===== config.mk =====
export PLATFORM = sky130hd
export DESIGN_NAME = codec_power_sequencer
export DESIGN_NICKNAME = d
export VERILOG_FILES = /design/src/rtl/codec_power_sequencer.sv
export SDC_FILE = /design/constraint.sdc
export NUM_CORES = 1
export LEC_CHECK = 0
export BUFFER_PORTS_ARGS = -buffer_cell sky130_fd_sc_hd__buf_4
export CAP_MARGIN = 40
export CORE_UTILIZATION = 50
export CTS_CLUSTER_SIZE = 12
export DETAILED_ROUTE_END_ITERATION = 8
export PLACE_DENSITY = 0.72
export SYNTH_ARGS = -nofsm -noshare
export SYNTH_HDL_FRONTEND = slang
export SYNTH_SLANG_ARGS = --single-unit

===== constraint.sdc =====
create_clock -name clk -period 3.05 [get_ports clk]
set_clock_uncertainty 0.15 [all_clocks]
set_input_delay 0.915 -clock clk [delete_from_list [all_inputs] [get_ports clk]]
set_output_delay 0.915 -clock clk [all_outputs]
set_load 0.02 [all_outputs]

===== src/rtl/codec_power_sequencer.sv =====
module codec_power_sequencer #(
  parameter int         CLK_PER_MS     = 100_000,
  parameter int         PWRUP_MS       = 1,
  parameter int         WAKE_MS        = 1,
  parameter int         SLEEP_MS       = 6,
  parameter int         STATUS_RETRIES = 3,
  parameter logic [7:0] WAKE_VAL       = 8'h00,
  parameter logic [7:0] SLEEP_VAL      = 8'h01,
  parameter logic [7:0] CHAN_ON_VAL    = 8'h80,
  parameter logic [7:0] DAC_ON_VAL     = 8'h0C
) (
  input  logic       clk,
  input  logic       rst_n,
  input  logic       supply_ok,
  input  logic       wake_req,
  input  logic       sleep_req,
  output logic       cmd_valid,
  output logic       cmd_write,
  output logic [7:0] cmd_addr,
  output logic [7:0] cmd_wdata,
  input  logic       cmd_done,
  input  logic [7:0] cmd_rdata,
  output logic       fsync_en,
  output logic       bclk_en,
  output logic       busy,
  output logic       active,
  output logic       error
);

  localparam logic [7:0] ADDR_MODE    = 8'd2;
  localparam logic [7:0] ADDR_CH_BASE = 8'd40;
  localparam logic [7:0] ADDR_DAC     = 8'd120;
  localparam logic [7:0] ADDR_STATUS  = 8'd122;
  localparam int         N_CH         = 8;
  localparam int         CYC_W        = $clog2(CLK_PER_MS + 1);
  localparam int         MS_W         = $clog2(PWRUP_MS + WAKE_MS + SLEEP_MS + 2) + 1;
  localparam int         RT_W         = $clog2(STATUS_RETRIES + 1) + 1;
  localparam int         PW_CYC       = PWRUP_MS * CLK_PER_MS;
  localparam int         PW_W         = $clog2(PW_CYC + 1);

  typedef enum logic [3:0] {
    S_OFF, S_PWR_WAIT, S_SLEEP, S_WAKE_WR, S_WAKE_WAIT, S_CFG_WR,
    S_ACTIVE, S_SLP_WR, S_SLP_WAIT, S_STAT_RD, S_RETRY_WAIT
  } state_t;

  state_t            state;
  logic [CYC_W-1:0]  cyc;
  logic [MS_W-1:0]   ms, ms_tgt;
  logic [3:0]        cfg_idx;
  logic [RT_W-1:0]   retry;
  logic              wake_p, sleep_p, configured, clk_en;
  logic              waiting, wait_done, status_ok, cfg_last;

  assign waiting   = state inside {S_PWR_WAIT, S_WAKE_WAIT, S_SLP_WAIT, S_RETRY_WAIT};
  assign wait_done = waiting && (ms == ms_tgt);
  assign status_ok = (cmd_rdata & 8'hE0) == 8'h80;
  assign cfg_last  = cfg_idx == 4'(N_CH);

  always_comb begin
    case (state)
      S_PWR_WAIT:  ms_tgt = MS_W'(PWRUP_MS);
      S_WAKE_WAIT: ms_tgt = MS_W'(WAKE_MS);
      S_SLP_WAIT:  ms_tgt = MS_W'(SLEEP_MS);
      default:     ms_tgt = MS_W'(1);
    endcase
  end

  always_ff @(posedge clk or negedge rst_n) begin
    if (!rst_n) begin
      cyc <= '0;
      ms  <= '0;
    end else if (!waiting || wait_done || !supply_ok) begin
      cyc <= '0;
      ms  <= '0;
    end else if (cyc == CYC_W'(CLK_PER_MS - 1)) begin
      cyc <= '0;
      ms  <= ms + 1'b1;
    end else begin
      cyc <= cyc + 1'b1;
    end
  end

  always_ff @(posedge clk or negedge rst_n) begin
    if (!rst_n) begin
      state      <= S_OFF;
      wake_p     <= 1'b0;
      sleep_p    <= 1'b0;
      configured <= 1'b0;
      clk_en     <= 1'b0;
      error      <= 1'b0;
      cfg_idx    <= '0;
      retry      <= '0;
    end else begin
      if (wake_req)  wake_p  <= 1'b1;
      if (sleep_req) sleep_p <= 1'b1;
      if (!supply_ok) begin
        state      <= S_OFF;
        configured <= 1'b0;
        clk_en     <= 1'b0;
        error      <= 1'b0;
        cfg_idx    <= '0;
        retry      <= '0;
      end else begin
        case (state)
          S_OFF:      state <= S_PWR_WAIT;
          S_PWR_WAIT: if (wait_done) state <= S_SLEEP;
          S_SLEEP: begin
            sleep_p <= 1'b0;
            if (wake_p) begin
              wake_p <= 1'b0;
              state  <= S_WAKE_WR;
            end
          end
          S_WAKE_WR:  if (cmd_done) state <= S_WAKE_WAIT;
          S_WAKE_WAIT:
            if (wait_done) begin
              if (configured) begin
                clk_en <= 1'b1;
                state  <= S_ACTIVE;
              end else begin
                cfg_idx <= '0;
                state   <= S_CFG_WR;
              end
            end
          S_CFG_WR:
            if (cmd_done) begin
              if (cfg_last) begin
                configured <= 1'b1;
                clk_en     <= 1'b1;
                state      <= S_ACTIVE;
              end else begin
                cfg_idx <= cfg_idx + 1'b1;
              end
            end
          S_ACTIVE: begin
            wake_p <= 1'b0;
            if (sleep_p) begin
              sleep_p <= 1'b0;
              error   <= 1'b0;
              retry   <= '0;
              state   <= S_SLP_WR;
            end
          end
          S_SLP_WR:     if (cmd_done) state <= S_SLP_WAIT;
          S_SLP_WAIT:   if (wait_done) state <= S_STAT_RD;
          S_RETRY_WAIT: if (wait_done) state <= S_STAT_RD;
          S_STAT_RD:
            if (cmd_done) begin
              if (status_ok) begin
                clk_en <= 1'b0;
                state  <= S_SLEEP;
              end else if (retry == RT_W'(STATUS_RETRIES)) begin
                error <= 1'b1;
                state <= S_ACTIVE;
              end else begin
                retry <= retry + 1'b1;
                state <= S_RETRY_WAIT;
              end
            end
          default: state <= S_OFF;
        endcase
      end
    end
  end

  assign cmd_valid = state inside {S_WAKE_WR, S_CFG_WR, S_SLP_WR, S_STAT_RD};
  assign cmd_write = cmd_valid && (state != S_STAT_RD);

  always_comb begin
    cmd_addr  = ADDR_MODE;
    cmd_wdata = 8'h00;
    case (state)
      S_WAKE_WR: cmd_wdata = WAKE_VAL;
      S_SLP_WR:  cmd_wdata = SLEEP_VAL;
      S_STAT_RD: cmd_addr  = ADDR_STATUS;
      S_CFG_WR: begin
        cmd_addr  = cfg_last ? ADDR_DAC : ADDR_CH_BASE + 8'(cfg_idx);
        cmd_wdata = cfg_last ? DAC_ON_VAL : CHAN_ON_VAL;
      end
      default: ;
    endcase
  end

  assign fsync_en = clk_en;
  assign bclk_en  = clk_en;
  assign active   = state == S_ACTIVE;
  assign busy     = !(state inside {S_OFF, S_SLEEP, S_ACTIVE});

  logic [PW_W-1:0] sup_cnt;
  always_ff @(posedge clk or negedge rst_n) begin
    if (!rst_n)                       sup_cnt <= '0;
    else if (!supply_ok)              sup_cnt <= '0;
    else if (sup_cnt != PW_W'(PW_CYC)) sup_cnt <= sup_cnt + 1'b1;
  end

  assert_no_early_cmd_R2: assert property (@(posedge clk) disable iff (!rst_n)
    cmd_valid |-> sup_cnt == PW_W'(PW_CYC));

  assert_clk_rise_R4: assert property (@(posedge clk) disable iff (!rst_n)
    $rose(fsync_en) |-> active && bclk_en);

  assert_clk_fall_R5: assert property (@(posedge clk) disable iff (!rst_n)
    $fell(fsync_en) |-> $past(!supply_ok) || $past(cmd_done && !cmd_write && status_ok));

  assert_error_keeps_clk_R6: assert property (@(posedge clk) disable iff (!rst_n)
    $rose(error) |-> fsync_en && active);

  assert_supply_loss_R10: assert property (@(posedge clk) disable iff (!rst_n)
    !supply_ok |=> !fsync_en && !active);

  assert_cmd_hold_R11: assert property (@(posedge clk) disable iff (!rst_n)
    (cmd_valid && !cmd_done && supply_ok) |=>
      cmd_valid && $stable(cmd_write) && $stable(cmd_addr) && $stable(cmd_wdata));

endmodule


==> reports/qor.tcl <==
set qor(hpwlAfterDp_microns) 3290
set qor(timing_worst_slew_pin_value_ps) 543
set qor(route.detailed.drc) 5
set qor(most_frequently_used_cell_type_in_the_post_synthesis_netlist) {nor2_1}
set qor(drt_pass1_iterations) 7
set qor(footprint_of_the_multi_input_gates_sq_mm) 0.00133
set qor(synth_fa_ha_area_frac) 0.0312
set qor(core_region_area_sq_mm) 0.00447
set qor(cts_buffers) 5
set qor(final_net_count) 316
set qor(critical_path_required_ps) 1980
set qor(globalRouteTotalUtil) 0.206
set qor(layout-drive-gt1-share) 0.152
set qor(grt_pass1_wl_microns) 8240
set qor(seqCellArea_sq_um) 951
set qor(synth.top_cells.by_area) {dfrtp_1 (40%), nor2_1 (6.7%), xnor2_1 (4.7%)}
set qor(dieHeight_microns) 71.4
set qor(clock_tree_from_tritoncts) {done}
set qor(synth_top_cell_area_share) 0.395
set qor(diodes) 0
set qor(port_buffers) 26
set qor(hold_viol_final) 0
set qor(seq_area_frac_synth) 0.395
set qor(endpoint_type_of_the_worst_setup_path) {output pin}
set qor(worst_hold_path_type) {register to register}
set qor(htree_num_levels) 2
set qor(finalCritPeriodShare) 0.937
set qor(power.static_leakage_uw) 0.00119
set qor(netlist-cell-type-count) 52
set qor(gpl.final_weighted_congestion) 0.786
set qor(run_status) {finished, violations left}
set qor(ios) 37
set qor(synth-simple-area-share) 0.302
set qor(final-max-slew-violation-count) 0
set qor(postCtsSetupBuffers) 0
set qor(area_delta_synth_final_pct) 11.8
set qor(violations) {design-rule violations}
set qor(routed_via_density) 5.51
set qor(netlist_area_before_placement_sq_mm) 0.00240
set qor(initial_utilization) 0.537
set qor(wl_per_cell_microns) 13.3
set qor(synth_common_cells) {nor2_1 (43), dfrtp_1 (38), nand2_1 (25)}
set qor(timing.max_cap.violations) 0
set qor(synth_top_family_by_area) {simple AND/OR/NAND/NOR gates}
set qor(clkTransAtPathRegs_ps) 70
set qor(count_of_hold_fix_buffers_inserted_at_cts) 0
set qor(critical_path_class) {register to output pin}
set qor(synth_compound_area_frac) 0.0963
set qor(xor_and_xnor_fraction_of_the_mapped_netlist_area) 0.0728
set qor(synth_top_cell_by_area) {dfrtp_1}
set qor(slew_headroom) 0.636
set qor(clock_latency_ps) 290
set qor(route.antenna.remaining_nets) 0
set qor(die_area_sq_mm) 0.00509
set qor(maximum_vdd_drop_uv) 355
set qor(finalWirelength_microns) 4630
set qor(crit_slowest_cell) {dfrtp_1}
set qor(antenna_violations_before_repair) 0
set qor(finalSetupTns_ps) 0
set qor(first_global_vias) 1819
set qor(slowest_delay_ps) 440
set qor(post_cts.resized_instances) 0
set qor(rsz0062_at_grt) {no}
set qor(crit_path_cell_chain) {inv_1 -> ha_1 -> nand3b_1 -> and3_1 -> and2_1 -> buf_4}
set qor(crit_family) {simple AND/OR/NAND/NOR gates}
set qor(crit_arrival_ps) 1790
set qor(fillers) 392
set qor(drt_first_iter_violations) 174
set qor(post_synth_mux_area_share) 0.0442
set qor(number_of_enable_flip_flop_cells_after_synthesis) 0
set qor(cts_max_path_buffers) 2
set qor(syn_avg_cell_area_sq_um) 8.81
set qor(clock.fmax_mhz) 350
set qor(num_vias) 1923
set qor(ys_dominant_reg_cell) {dfrtp_1}
set qor(async_flop_share) 1.00
set qor(critical_path_buf_inv_count) 2
set qor(finalWorstPathRequiredPeriod_ps) 2860
set qor(grt_start_max_net_pins) 39
set qor(crit_path_max_fanout) 8
set qor(die_x_microns) 71.4
set qor(worstSetupStartpointType) {register}
set qor(cts.root.buffer_cell) {clkbuf_8}
set qor(yosysWarningCount) 0
set qor(seq_cells_post_synth) 38
set qor(grt_remaining_overflow) 0
set qor(cellPowerDensity_mw_per_mm2) 545
set qor(timing.final.setup_violations) 0
set qor(clkSinkCount) 38
set qor(placementRows) 24
set qor(syn_inst) 273
set qor(p_total_uw) 1470
registers in the layout, indices dropped and copies added, names as in the netlist:
register / cells
bclk_en: 1
cfg_idx: 4
configured: 1
cyc: 17
error: 1
ms: 5
retry: 3
sleep_p: 1
state: 4
wake_p: 1
layer usage:
| layer | global-route usage | up-vias | share of wire |
|---|---|---|---|
| met5 | 0 | - | 0 |
| met4 | 0.0778 | 0 | 0.013 |
| met3 | 0.0352 | 6 | 0.041 |
| met2 | 0.347 | 40 | 0.47 |
| met1 | 0.268 | 901 | 0.48 |
| li1 | - | 976 | - |
cell usage in the layout, fill, tap and decap left out, types with 4 or more instances in the layout:
cell	count
nor2_1	43
dfrtp_1	38
buf_4	28
nand2_1	25
xnor2_1	13
nand3_1	11
o21ai_0	10
inv_1	10
a21oi_1	10
nor3_1	9
nor2b_1	7
xor2_1	7
nand2b_1	6
nor3b_1	6
ha_1	6
clkbuf_8	6
and3_1	5
mux2i_1	5
mux2_2	5
conb_1	5
nand4_1	4
through the flow:
| step | area, sq um | hold WS [ps] | std cells | setup slack, ps | utilization |
|---|---|---|---|---|---|
| detailed placement | 2600 | 329 | 341 | 487 | 0.581 |
| floorplan | 2420 | 300 | 277 | 424 | - |
| global route | 2690 | 353 | 349 | 67.9 | 0.601 |
| global placement | 2600 | 328 | 341 | 487 | 0.581 |
| finish | 2690 | 337 | 349 | 191 | 0.601 |
| CTS | 2690 | 342 | 349 | 207 | 0.601 |
cells by family (layout without fill, tap and decap cells):
logic type | count (synthesis) | count (layout)
buf+inv | 26 | 46
other cells | 1 | 5
fa+ha+maj | 6 | 6
compound gates | 35 | 35
flops | 38 | 38
simple gates | 137 | 137
mux | 10 | 10
xor+xnor | 20 | 20
power by group:
group | switching (uW) | leakage [uW] | internal (uW)
registers | 71.0 | 0.000519 | 538
logic | 286 | 0.000623 | 213
clock network | 175 | 0.0000482 | 182
total | 533 | 0.00119 | 933
area by class of cell:
class                           count  area share
Clock buffer                        7      0.0321
Sequential cell                    38       0.354
Tap cell                           52      0.0242
Multi-Input combinational cell    213       0.496
Inverter                           10      0.0140
Timing Repair Buffer               28      0.0782
Clock inverter                      1     0.00186
worst paths after layout:
| kind | start | to | slack (ps) | cells after the start |
|---|---|---|---|---|
| setup / recovery | cfg_idx[0] | cmd_addr[0] | 190 | 6 |
| hold / removal | cyc[0] | cyc[0] | 340 | 1 |
| setup reg to reg | state[3] | state[0] | 540 | 5 |
| hold reg to reg | cyc[0] | cyc[0] | 340 | 1 |
| max in group asynchronous | rst_n | error | 1970 | 1 |
| min in group asynchronous | rst_n | cfg_idx[2] | 420 | 1 |
Note: power is estimated with default switching activity, not from simulation.
